**config.mk**
```make
export PLATFORM = sky130hd
export DESIGN_NAME = coh_dir_ctrl
export DESIGN_NICKNAME = d
export VERILOG_FILES = /design/src/rtl/coh_dir_pkg.sv /design/src/rtl/dir_store.sv /design/src/rtl/ack_tracker.sv /design/src/rtl/coh_dir_ctrl.sv
export SDC_FILE = /design/constraint.sdc
export NUM_CORES = 1
export LEC_CHECK = 0
export ABC_AREA = 1
export BUFFER_PORTS_ARGS = -buffer_cell sky130_fd_sc_hd__clkbuf_2
export CORE_MARGIN = 2
export CORE_UTILIZATION = 45
export DETAILED_ROUTE_END_ITERATION = 6
export GPL_ROUTABILITY_DRIVEN = 0
export SLEW_MARGIN = 5
export SYNTH_ARGS = -nofsm -noshare
export SYNTH_HDL_FRONTEND = slang
export SYNTH_SLANG_ARGS = --single-unit
```
**constraint.sdc**
```tcl
create_clock -name clk -period 3.4 [get_ports clk]
set_input_delay 0.34 -clock clk [delete_from_list [all_inputs] [get_ports clk]]
set_output_delay 0.34 -clock clk [all_outputs]
set_load 0.01 [all_outputs]
```
**src/rtl/coh_dir_pkg.sv**
```systemverilog
package coh_dir_pkg;

  typedef enum logic [2:0] {
    ST_IDLE,
    ST_RECALL,
    ST_WBACK,
    ST_INVAL,
    ST_ACKWAIT,
    ST_RESP
  } dir_state_e;

  // number of set bits in a vector of up to 32 caches
  function automatic logic [5:0] ones32(input logic [31:0] v);
    logic [5:0] n;
    n = '0;
    for (int i = 0; i < 32; i++) n = n + 6'(v[i]);
    return n;
  endfunction

  // index of the lowest set bit (0 when none)
  function automatic logic [4:0] low_index(input logic [31:0] v);
    logic [4:0] r;
    r = '0;
    for (int i = 31; i >= 0; i--) if (v[i]) r = 5'(i);
    return r;
  endfunction

  // reset contents of memory block b
  function automatic logic [31:0] mem_seed(input int unsigned b);
    return 32'hA0 + 32'(b);
  endfunction

endpackage

```
**src/rtl/dir_store.sv**
```systemverilog
module dir_store
  import coh_dir_pkg::*;
#(
  parameter int N_CACHE = 4,
  parameter int N_BLK   = 4,
  parameter int DW      = 8,
  localparam int BW     = (N_BLK > 1) ? $clog2(N_BLK) : 1
) (
  input  logic               clk,
  input  logic               rst_n,
  input  logic [BW-1:0]      rd_blk,
  output logic               rd_dirty,
  output logic [N_CACHE-1:0] rd_pres,
  output logic [DW-1:0]      rd_data,
  input  logic               wr_en,
  input  logic [BW-1:0]      wr_blk,
  input  logic               wr_dirty,
  input  logic [N_CACHE-1:0] wr_pres,
  input  logic               mem_we,
  input  logic [DW-1:0]      mem_wdata
);

  logic               dirty_q [N_BLK];
  logic [N_CACHE-1:0] pres_q  [N_BLK];
  logic [DW-1:0]      mem_q   [N_BLK];

  for (genvar g = 0; g < N_BLK; g++) begin : g_blk
    wire hit_dir = wr_en  && (wr_blk == BW'(g));
    wire hit_mem = mem_we && (wr_blk == BW'(g));

    always_ff @(posedge clk) begin
      if (!rst_n) begin
        dirty_q[g] <= 1'b0;
        pres_q[g]  <= '0;
        mem_q[g]   <= DW'(mem_seed(g));
      end else begin
        if (hit_dir) begin
          dirty_q[g] <= wr_dirty;
          pres_q[g]  <= wr_pres;
        end
        if (hit_mem) mem_q[g] <= mem_wdata;
      end
    end

    // a dirty block always has exactly one holder, the owner to recall
    p_owner_single_r3: assert property (@(posedge clk) disable iff (!rst_n)
      dirty_q[g] |-> ($countones(pres_q[g]) == 1));
  end

  assign rd_dirty = dirty_q[rd_blk];
  assign rd_pres  = pres_q[rd_blk];
  assign rd_data  = mem_q[rd_blk];

endmodule

```
**src/rtl/ack_tracker.sv**
```systemverilog
module ack_tracker
  import coh_dir_pkg::*;
#(
  parameter int N_CACHE = 4,
  localparam int CNTW   = $clog2(N_CACHE + 1)
) (
  input  logic               clk,
  input  logic               rst_n,
  input  logic               load,
  input  logic [N_CACHE-1:0] load_mask,
  input  logic [N_CACHE-1:0] ack_in,
  output logic [N_CACHE-1:0] pend_mask,
  output logic [CNTW-1:0]    pend_cnt,
  output logic               all_acked
);

  logic [N_CACHE-1:0] pend_q;
  logic [CNTW-1:0]    cnt_q;
  logic [N_CACHE-1:0] hits;

  // only acknowledges from caches still owed count
  assign hits = ack_in & pend_q;

  always_ff @(posedge clk) begin
    if (!rst_n) begin
      pend_q <= '0;
      cnt_q  <= '0;
    end else if (load) begin
      pend_q <= load_mask;
      cnt_q  <= CNTW'(ones32(32'(load_mask)));
    end else begin
      pend_q <= pend_q & ~hits;
      cnt_q  <= cnt_q - CNTW'(ones32(32'(hits)));
    end
  end

  assign pend_mask = pend_q;
  assign pend_cnt  = cnt_q;
  assign all_acked = (cnt_q == '0);

  // counter and outstanding mask must agree at all times
  p_cnt_tracks_r5: assert property (@(posedge clk) disable iff (!rst_n)
    pend_cnt == CNTW'($countones(pend_mask)));

endmodule

```
**src/rtl/coh_dir_ctrl.sv**
```systemverilog
module coh_dir_ctrl
  import coh_dir_pkg::*;
#(
  parameter int N_CACHE = 4,
  parameter int N_BLK   = 4,
  parameter int DW      = 8,
  localparam int CW     = (N_CACHE > 1) ? $clog2(N_CACHE) : 1,
  localparam int BW     = (N_BLK > 1) ? $clog2(N_BLK) : 1,
  localparam int CNTW   = $clog2(N_CACHE + 1)
) (
  input  logic               clk,
  input  logic               rst_n,
  input  logic               req_valid,
  output logic               req_ready,
  input  logic [CW-1:0]      req_src,
  input  logic [BW-1:0]      req_blk,
  input  logic               req_wr,
  output logic               rsp_valid,
  input  logic               rsp_ready,
  output logic [CW-1:0]      rsp_dst,
  output logic [BW-1:0]      rsp_blk,
  output logic [DW-1:0]      rsp_data,
  output logic               rsp_wr_ok,
  output logic               rcl_valid,
  input  logic               rcl_ready,
  output logic [CW-1:0]      rcl_dst,
  output logic [BW-1:0]      rcl_blk,
  input  logic               wb_valid,
  output logic               wb_ready,
  input  logic [DW-1:0]      wb_data,
  output logic               inv_valid,
  input  logic               inv_ready,
  output logic [N_CACHE-1:0] inv_mask,
  output logic [BW-1:0]      inv_blk,
  input  logic [N_CACHE-1:0] ack_in
);

  dir_state_e         state_q, state_n;
  logic [CW-1:0]      src_q, owner_q;
  logic [BW-1:0]      blk_q;
  logic               wr_q;
  logic [N_CACHE-1:0] inv_mask_q;
  logic [DW-1:0]      rsp_data_q;
  logic               rsp_wr_q;

  // store interface
  logic [BW-1:0]      st_rd_blk;
  logic               st_dirty;
  logic [N_CACHE-1:0] st_pres;
  logic [DW-1:0]      st_data;
  logic               st_wr_en, st_wr_dirty, st_mem_we;
  logic [N_CACHE-1:0] st_wr_pres;

  // tracker interface
  logic               trk_load;
  logic [N_CACHE-1:0] trk_pend;
  logic [CNTW-1:0]    trk_cnt;
  logic               trk_done;

  // named events
  logic               accept, enter_rsp, grant_fire, wb_fire;
  logic [N_CACHE-1:0] req_bit, held_bit, owner_bit, others;

  assign accept     = req_valid && req_ready;
  assign req_bit    = N_CACHE'(1) << req_src;
  assign held_bit   = N_CACHE'(1) << src_q;
  assign owner_bit  = N_CACHE'(1) << owner_q;
  assign st_rd_blk  = (state_q == ST_IDLE) ? req_blk : blk_q;
  assign others     = st_pres & ~req_bit;
  assign grant_fire = (state_q == ST_ACKWAIT) && trk_done;
  assign wb_fire    = (state_q == ST_WBACK) && wb_valid;
  assign enter_rsp  = (state_n == ST_RESP) && (state_q != ST_RESP);

  dir_store #(.N_CACHE(N_CACHE), .N_BLK(N_BLK), .DW(DW)) u_store (
    .clk       (clk),
    .rst_n     (rst_n),
    .rd_blk    (st_rd_blk),
    .rd_dirty  (st_dirty),
    .rd_pres   (st_pres),
    .rd_data   (st_data),
    .wr_en     (st_wr_en),
    .wr_blk    (st_rd_blk),
    .wr_dirty  (st_wr_dirty),
    .wr_pres   (st_wr_pres),
    .mem_we    (st_mem_we),
    .mem_wdata (wb_data)
  );

  ack_tracker #(.N_CACHE(N_CACHE)) u_acks (
    .clk       (clk),
    .rst_n     (rst_n),
    .load      (trk_load),
    .load_mask (others),
    .ack_in    (ack_in),
    .pend_mask (trk_pend),
    .pend_cnt  (trk_cnt),
    .all_acked (trk_done)
  );

  always_comb begin
    state_n     = state_q;
    st_wr_en    = 1'b0;
    st_wr_dirty = st_dirty;
    st_wr_pres  = st_pres;
    st_mem_we   = 1'b0;
    trk_load    = 1'b0;
    unique case (state_q)
      ST_IDLE: if (accept) begin
        if (!req_wr) begin
          if (st_dirty) state_n = ST_RECALL;
          else begin
            st_wr_en   = 1'b1;
            st_wr_pres = st_pres | req_bit;
            state_n    = ST_RESP;
          end
        end else if (others != '0) begin
          trk_load = 1'b1;
          state_n  = ST_INVAL;
        end else begin
          st_wr_en    = 1'b1;
          st_wr_dirty = 1'b1;
          st_wr_pres  = req_bit;
          state_n     = ST_RESP;
        end
      end
      ST_RECALL: if (rcl_ready) state_n = ST_WBACK;
      ST_WBACK: if (wb_fire) begin
        st_wr_en    = 1'b1;
        st_wr_dirty = 1'b0;
        st_wr_pres  = owner_bit | held_bit;
        st_mem_we   = 1'b1;
        state_n     = ST_RESP;
      end
      ST_INVAL: if (inv_ready) state_n = ST_ACKWAIT;
      ST_ACKWAIT: if (grant_fire) begin
        st_wr_en    = 1'b1;
        st_wr_dirty = 1'b1;
        st_wr_pres  = held_bit;
        state_n     = ST_RESP;
      end
      ST_RESP: if (rsp_ready) state_n = ST_IDLE;
      default: state_n = ST_IDLE;
    endcase
  end

  always_ff @(posedge clk) begin
    if (!rst_n) begin
      state_q    <= ST_IDLE;
      src_q      <= '0;
      blk_q      <= '0;
      wr_q       <= 1'b0;
      owner_q    <= '0;
      inv_mask_q <= '0;
      rsp_data_q <= '0;
      rsp_wr_q   <= 1'b0;
    end else begin
      state_q <= state_n;
      if (accept) begin
        src_q      <= req_src;
        blk_q      <= req_blk;
        wr_q       <= req_wr;
        owner_q    <= CW'(low_index(32'(st_pres)));
        inv_mask_q <= others;
      end
      if (enter_rsp) begin
        rsp_data_q <= wb_fire ? wb_data : st_data;
        rsp_wr_q   <= st_wr_dirty;
      end
    end
  end

  assign req_ready = (state_q == ST_IDLE);
  assign rsp_valid = (state_q == ST_RESP);
  assign rsp_dst   = src_q;
  assign rsp_blk   = blk_q;
  assign rsp_data  = rsp_data_q;
  assign rsp_wr_ok = rsp_wr_q;
  assign rcl_valid = (state_q == ST_RECALL);
  assign rcl_dst   = owner_q;
  assign rcl_blk   = blk_q;
  assign wb_ready  = (state_q == ST_WBACK);
  assign inv_valid = (state_q == ST_INVAL);
  assign inv_mask  = inv_mask_q;
  assign inv_blk   = blk_q;

  // an open channel means nothing else is in flight
  p_idle_quiet_r7: assert property (@(posedge clk) disable iff (!rst_n)
    req_ready |-> !(rsp_valid || rcl_valid || inv_valid || wb_ready));

  // a pending response does not move
  p_rsp_hold_r8: assert property (@(posedge clk) disable iff (!rst_n)
    (rsp_valid && !rsp_ready) |=> (rsp_valid && $stable(rsp_data)
                                   && $stable(rsp_wr_ok) && $stable(rsp_dst)));

  // invalidates never target the requester and never go out empty
  p_inv_excl_r4: assert property (@(posedge clk) disable iff (!rst_n)
    inv_valid |-> ((inv_mask != '0) && !inv_mask[src_q]));

  // a grant only leaves once the tracker owes nothing
  p_grant_acked_r5: assert property (@(posedge clk) disable iff (!rst_n)
    (rsp_valid && rsp_wr_ok) |-> ((trk_cnt == '0) && (trk_pend == '0)));

  // read responses never carry write permission
  p_read_no_wr_r2: assert property (@(posedge clk) disable iff (!rst_n)
    (rsp_valid && !wr_q) |-> !rsp_wr_ok);

  // at grant the block is dirty and held by the requester alone
  p_grant_exclusive_r6: assert property (@(posedge clk) disable iff (!rst_n)
    (rsp_valid && rsp_wr_ok) |-> (st_dirty && (st_pres == held_bit)));

endmodule

```
==> flow_metrics.tcl <==
set metrics [dict create \
    ios 52 \
    synth_top_cell_area_share_pct 35.99 \
    n_fill_cell 902 \
    antenna_left 0 \
    wl_um 10060 \
    arrival_ns 3.26 \
    clock_sinks 81 \
    p_leak_nw 2.106 \
    grt_pass1_wl_um 16500 \
    fmax_mhz 326.1 \
    overflow 0 \
    cts_tree "done" \
    synth_area_leaders "edfxtp_1 36%, dfxtp_1 14%, nand2_1 8.8%" \
    postPlaceCellArea_um2 4634 \
    hpwl_um 7536 \
    endpoint_kind "flip-flop" \
    synth_nets 524 \
    rr_worst_depth 15 \
    cts_buffers 9 \
    period_minus_slack_ns 3.066 \
    r2r_slack_ns 0.33 \
    min_path_type "primary input to flip-flop" \
    skew_ns 0.01213 \
    synthArstFlopShare_pct 0 \
    peakVddDrop_mv 0.3963 \
    clk_latency_ns 0.35 \
    wire_per_inst_um 15.15 \
    syn_inst 490 \
    via_per_inst 5.190 \
    synth_ff_type "edfxtp_1" \
    critPathMaxFanout 22 \
    powerDensity_nw_per_um2 969.6 \
    final_cell_mix "100 x nand2_1, 64 x nor2_1, 53 x inv_1" \
    syn-cell-area_um2 4255 \
    htree_num_levels 3 \
    drt_iter0_markers 205 \
    cp-start-kind "flip-flop" \
    r2r-end "u_store.pres_q[1][3]" \
    status "completed" \
    design_area_um2 4848 \
    chipHeight_um 101.2 \
    finalMaxSlewViolations 0 \
    grt_max_degree 34 \
    cts-root-buf "clkbuf_8" \
    start_util_pct 46.27 \
    yosys_warnings 0 \
    first_pass_iters 4 \
    yosysSeqAreaShare_pct 50.10 \
    finalHoldViolations 0 \
    final_layout_size_suffix_gt1_share_pct 22.78 \
    max-cap-violations 0 \
    r2r-start "state_q[0]" \
    crit_type "flip-flop to flip-flop" \
    crit_start "state_q[0]" \
    setup_tns_ns 0 \
    stdcell_count 664 \
    path_clk_slew_ns 0.08 \
    area_growth_pct 13.94 \
    avgSynthCellArea_um2 8.684 \
    ys_seq_elements 81 \
    cts_hold_buf 0 \
    io_buffers 51 \
    clockBufferDepth 2 \
    total_power_mw 4.701 \
    grt_pass1_vias 3422 \
    placementRows 35 \
    critPathCapture "u_store.pres_q[1][3]" \
    cp.required_ns 3.59 \
    synth_edf_count 51 \
    synthDistinctLibCells 41 \
    rsz0062_at_grt "no" \
    finalCritPeriodShare_pct 90.18 \
    synth_largest_area_cell "edfxtp_1" \
    fin_hold_ws_ns 0.2675 \
    final_common_cell "nand2_1" \
    vias 3446 \
    nNetsFinal 582 \
    setup_viol 0 \
    antenna_found_initial 0 \
    track_usage_pct 20.68 \
    drc 0 \
    dieWidth_um 101.2 \
    relSlewSlack_pct 59.34 \
    place_inst 648 \
    coreArea_um2 9196 \
    antennaDiodeCount 0 \
    worst_pin_slew_ns 0.6052 \
    die_area_um2 10250 \
]
-- synth_stat cells, types with 2 or more instances --
cell / number
nand2_1: 100
nor2_1: 65
inv_1: 53
edfxtp_1: 51
a21oi_1: 42
dfxtp_1: 30
o21ai_0: 21
nand3_1: 14
o21ai_1: 14
inv_2: 11
nand2_2: 10
nand2_4: 7
nand4_1: 7
ha_1: 6
buf_4: 5
clkbuf_1: 5
a211oi_1: 4
fa_1: 4
nor3_1: 4
buf_2: 3
buf_6: 3
nor2_4: 3
nor3_2: 3
a21oi_2: 2
a22oi_1: 2
nand3_2: 2
nand3_4: 2
nor2_2: 2
o211ai_1: 2
xnor2_1: 2
-- layout make-up --
| type | count | area [um2] | share of cell area, % |
|---|---|---|---|
| clock buffers | 11 | 131.4 | 2.710 |
| clock inverters | 5 | 80.08 | 1.652 |
| inverters | 65 | 246.5 | 5.084 |
| multi-input cells | 328 | 1774 | 36.59 |
| flip-flops and latches | 81 | 2132 | 43.97 |
| well taps | 111 | 138.9 | 2.865 |
| repair buffers | 63 | 345.3 | 7.123 |
-- critical path: stages, from the launching register on --
cell and delay (ns):
dfxtp_1 0.37, nor2_4 0.20, nand2_4 0.11, nand2_1 0.13
nand2_4 0.09, nor2_1 0.20, inv_1 0.16, o221ai_2 0.26
inv_1 0.09, nand2_1 0.14, ha_1 0.23, nand4_4 0.15
nand3_4 0.10, buf_4 0.28, nand3_1 0.22, a21oi_1 0.18
-- kinds of logic (layout without fill, tap and decap cells) --
kind of cell,Yosys count,after routing,share of synthesized area [%]
AND/OR/NAND/NOR,223,223,25.23
AO/OA/AOI/OAI,93,93,12.35
flip-flops,81,81,50.10
buffers and inverters,81,144,8.262
adder cells (fa/ha/maj),10,10,3.646
XOR/XNOR,2,2,0.4117
-- metal layers --
| layer | up-vias | part of all wire, % | global-route usage, % |
|---|---|---|---|
| li1 | 1729 | - | - |
| met1 | 1611 | 45 | 26.50 |
| met2 | 92 | 49 | 36.07 |
| met3 | 14 | 4.4 | 4.003 |
| met4 | 0 | 1.4 | 5.198 |
| met5 | - | 0 | 0 |
-- sequential cells by signal (all words and copies together) (netlist names) --
register	flops
rsp_dst	2
inv_blk	2
u_acks.pend_mask	4
u_acks.pend_cnt	3
state_q	3
u_store.mem_q	32
rsp_wr_ok	1
inv_mask	4
rcl_dst	2
u_store.dirty_q	4
rsp_data	8
u_store.pres_q	16
-- what timing repair did --
action	CTS	global route
buffers inserted	0	0
setup endpoints to repair	0	12
gates resized for setup	0	1
endpoints found under the hold margin	0	0
-- through the flow --
step           util (%)  worst slack (ns)
3_5_place_dp      50.39            0.2903
4_1_cts           52.69            0.2682
5_1_grt           52.72          0.001368
2_1_floorplan         -            0.6092
3_3_place_gp      50.39            0.3886
6_report          52.72            0.3339
-- power by group --
part	switching (mW)	internal [mW]	total [mW]
clock	0.351	0.413	0.764
sequential	0.113	1.26	1.38
combinational	1.73	0.825	2.56
-- worst min-delay path by stage --
stage	slack [ns]	depth (start not counted)	from	endpoint
after CTS	0.26	3	req_blk[0]	inv_blk[0]
after global placement	0.47	2	u_store.dirty_q[2]	u_store.dirty_q[2]
after detailed placement	0.48	2	u_acks.pend_mask[2]	u_acks.pend_mask[2]
after floorplan	0.45	2	u_store.dirty_q[2]	u_store.dirty_q[2]
after global routing	0.27	3	ack_in[2]	u_acks.pend_mask[2]
final	0.27	3	req_blk[0]	inv_blk[0]
Power figures use the tool's default switching activity.
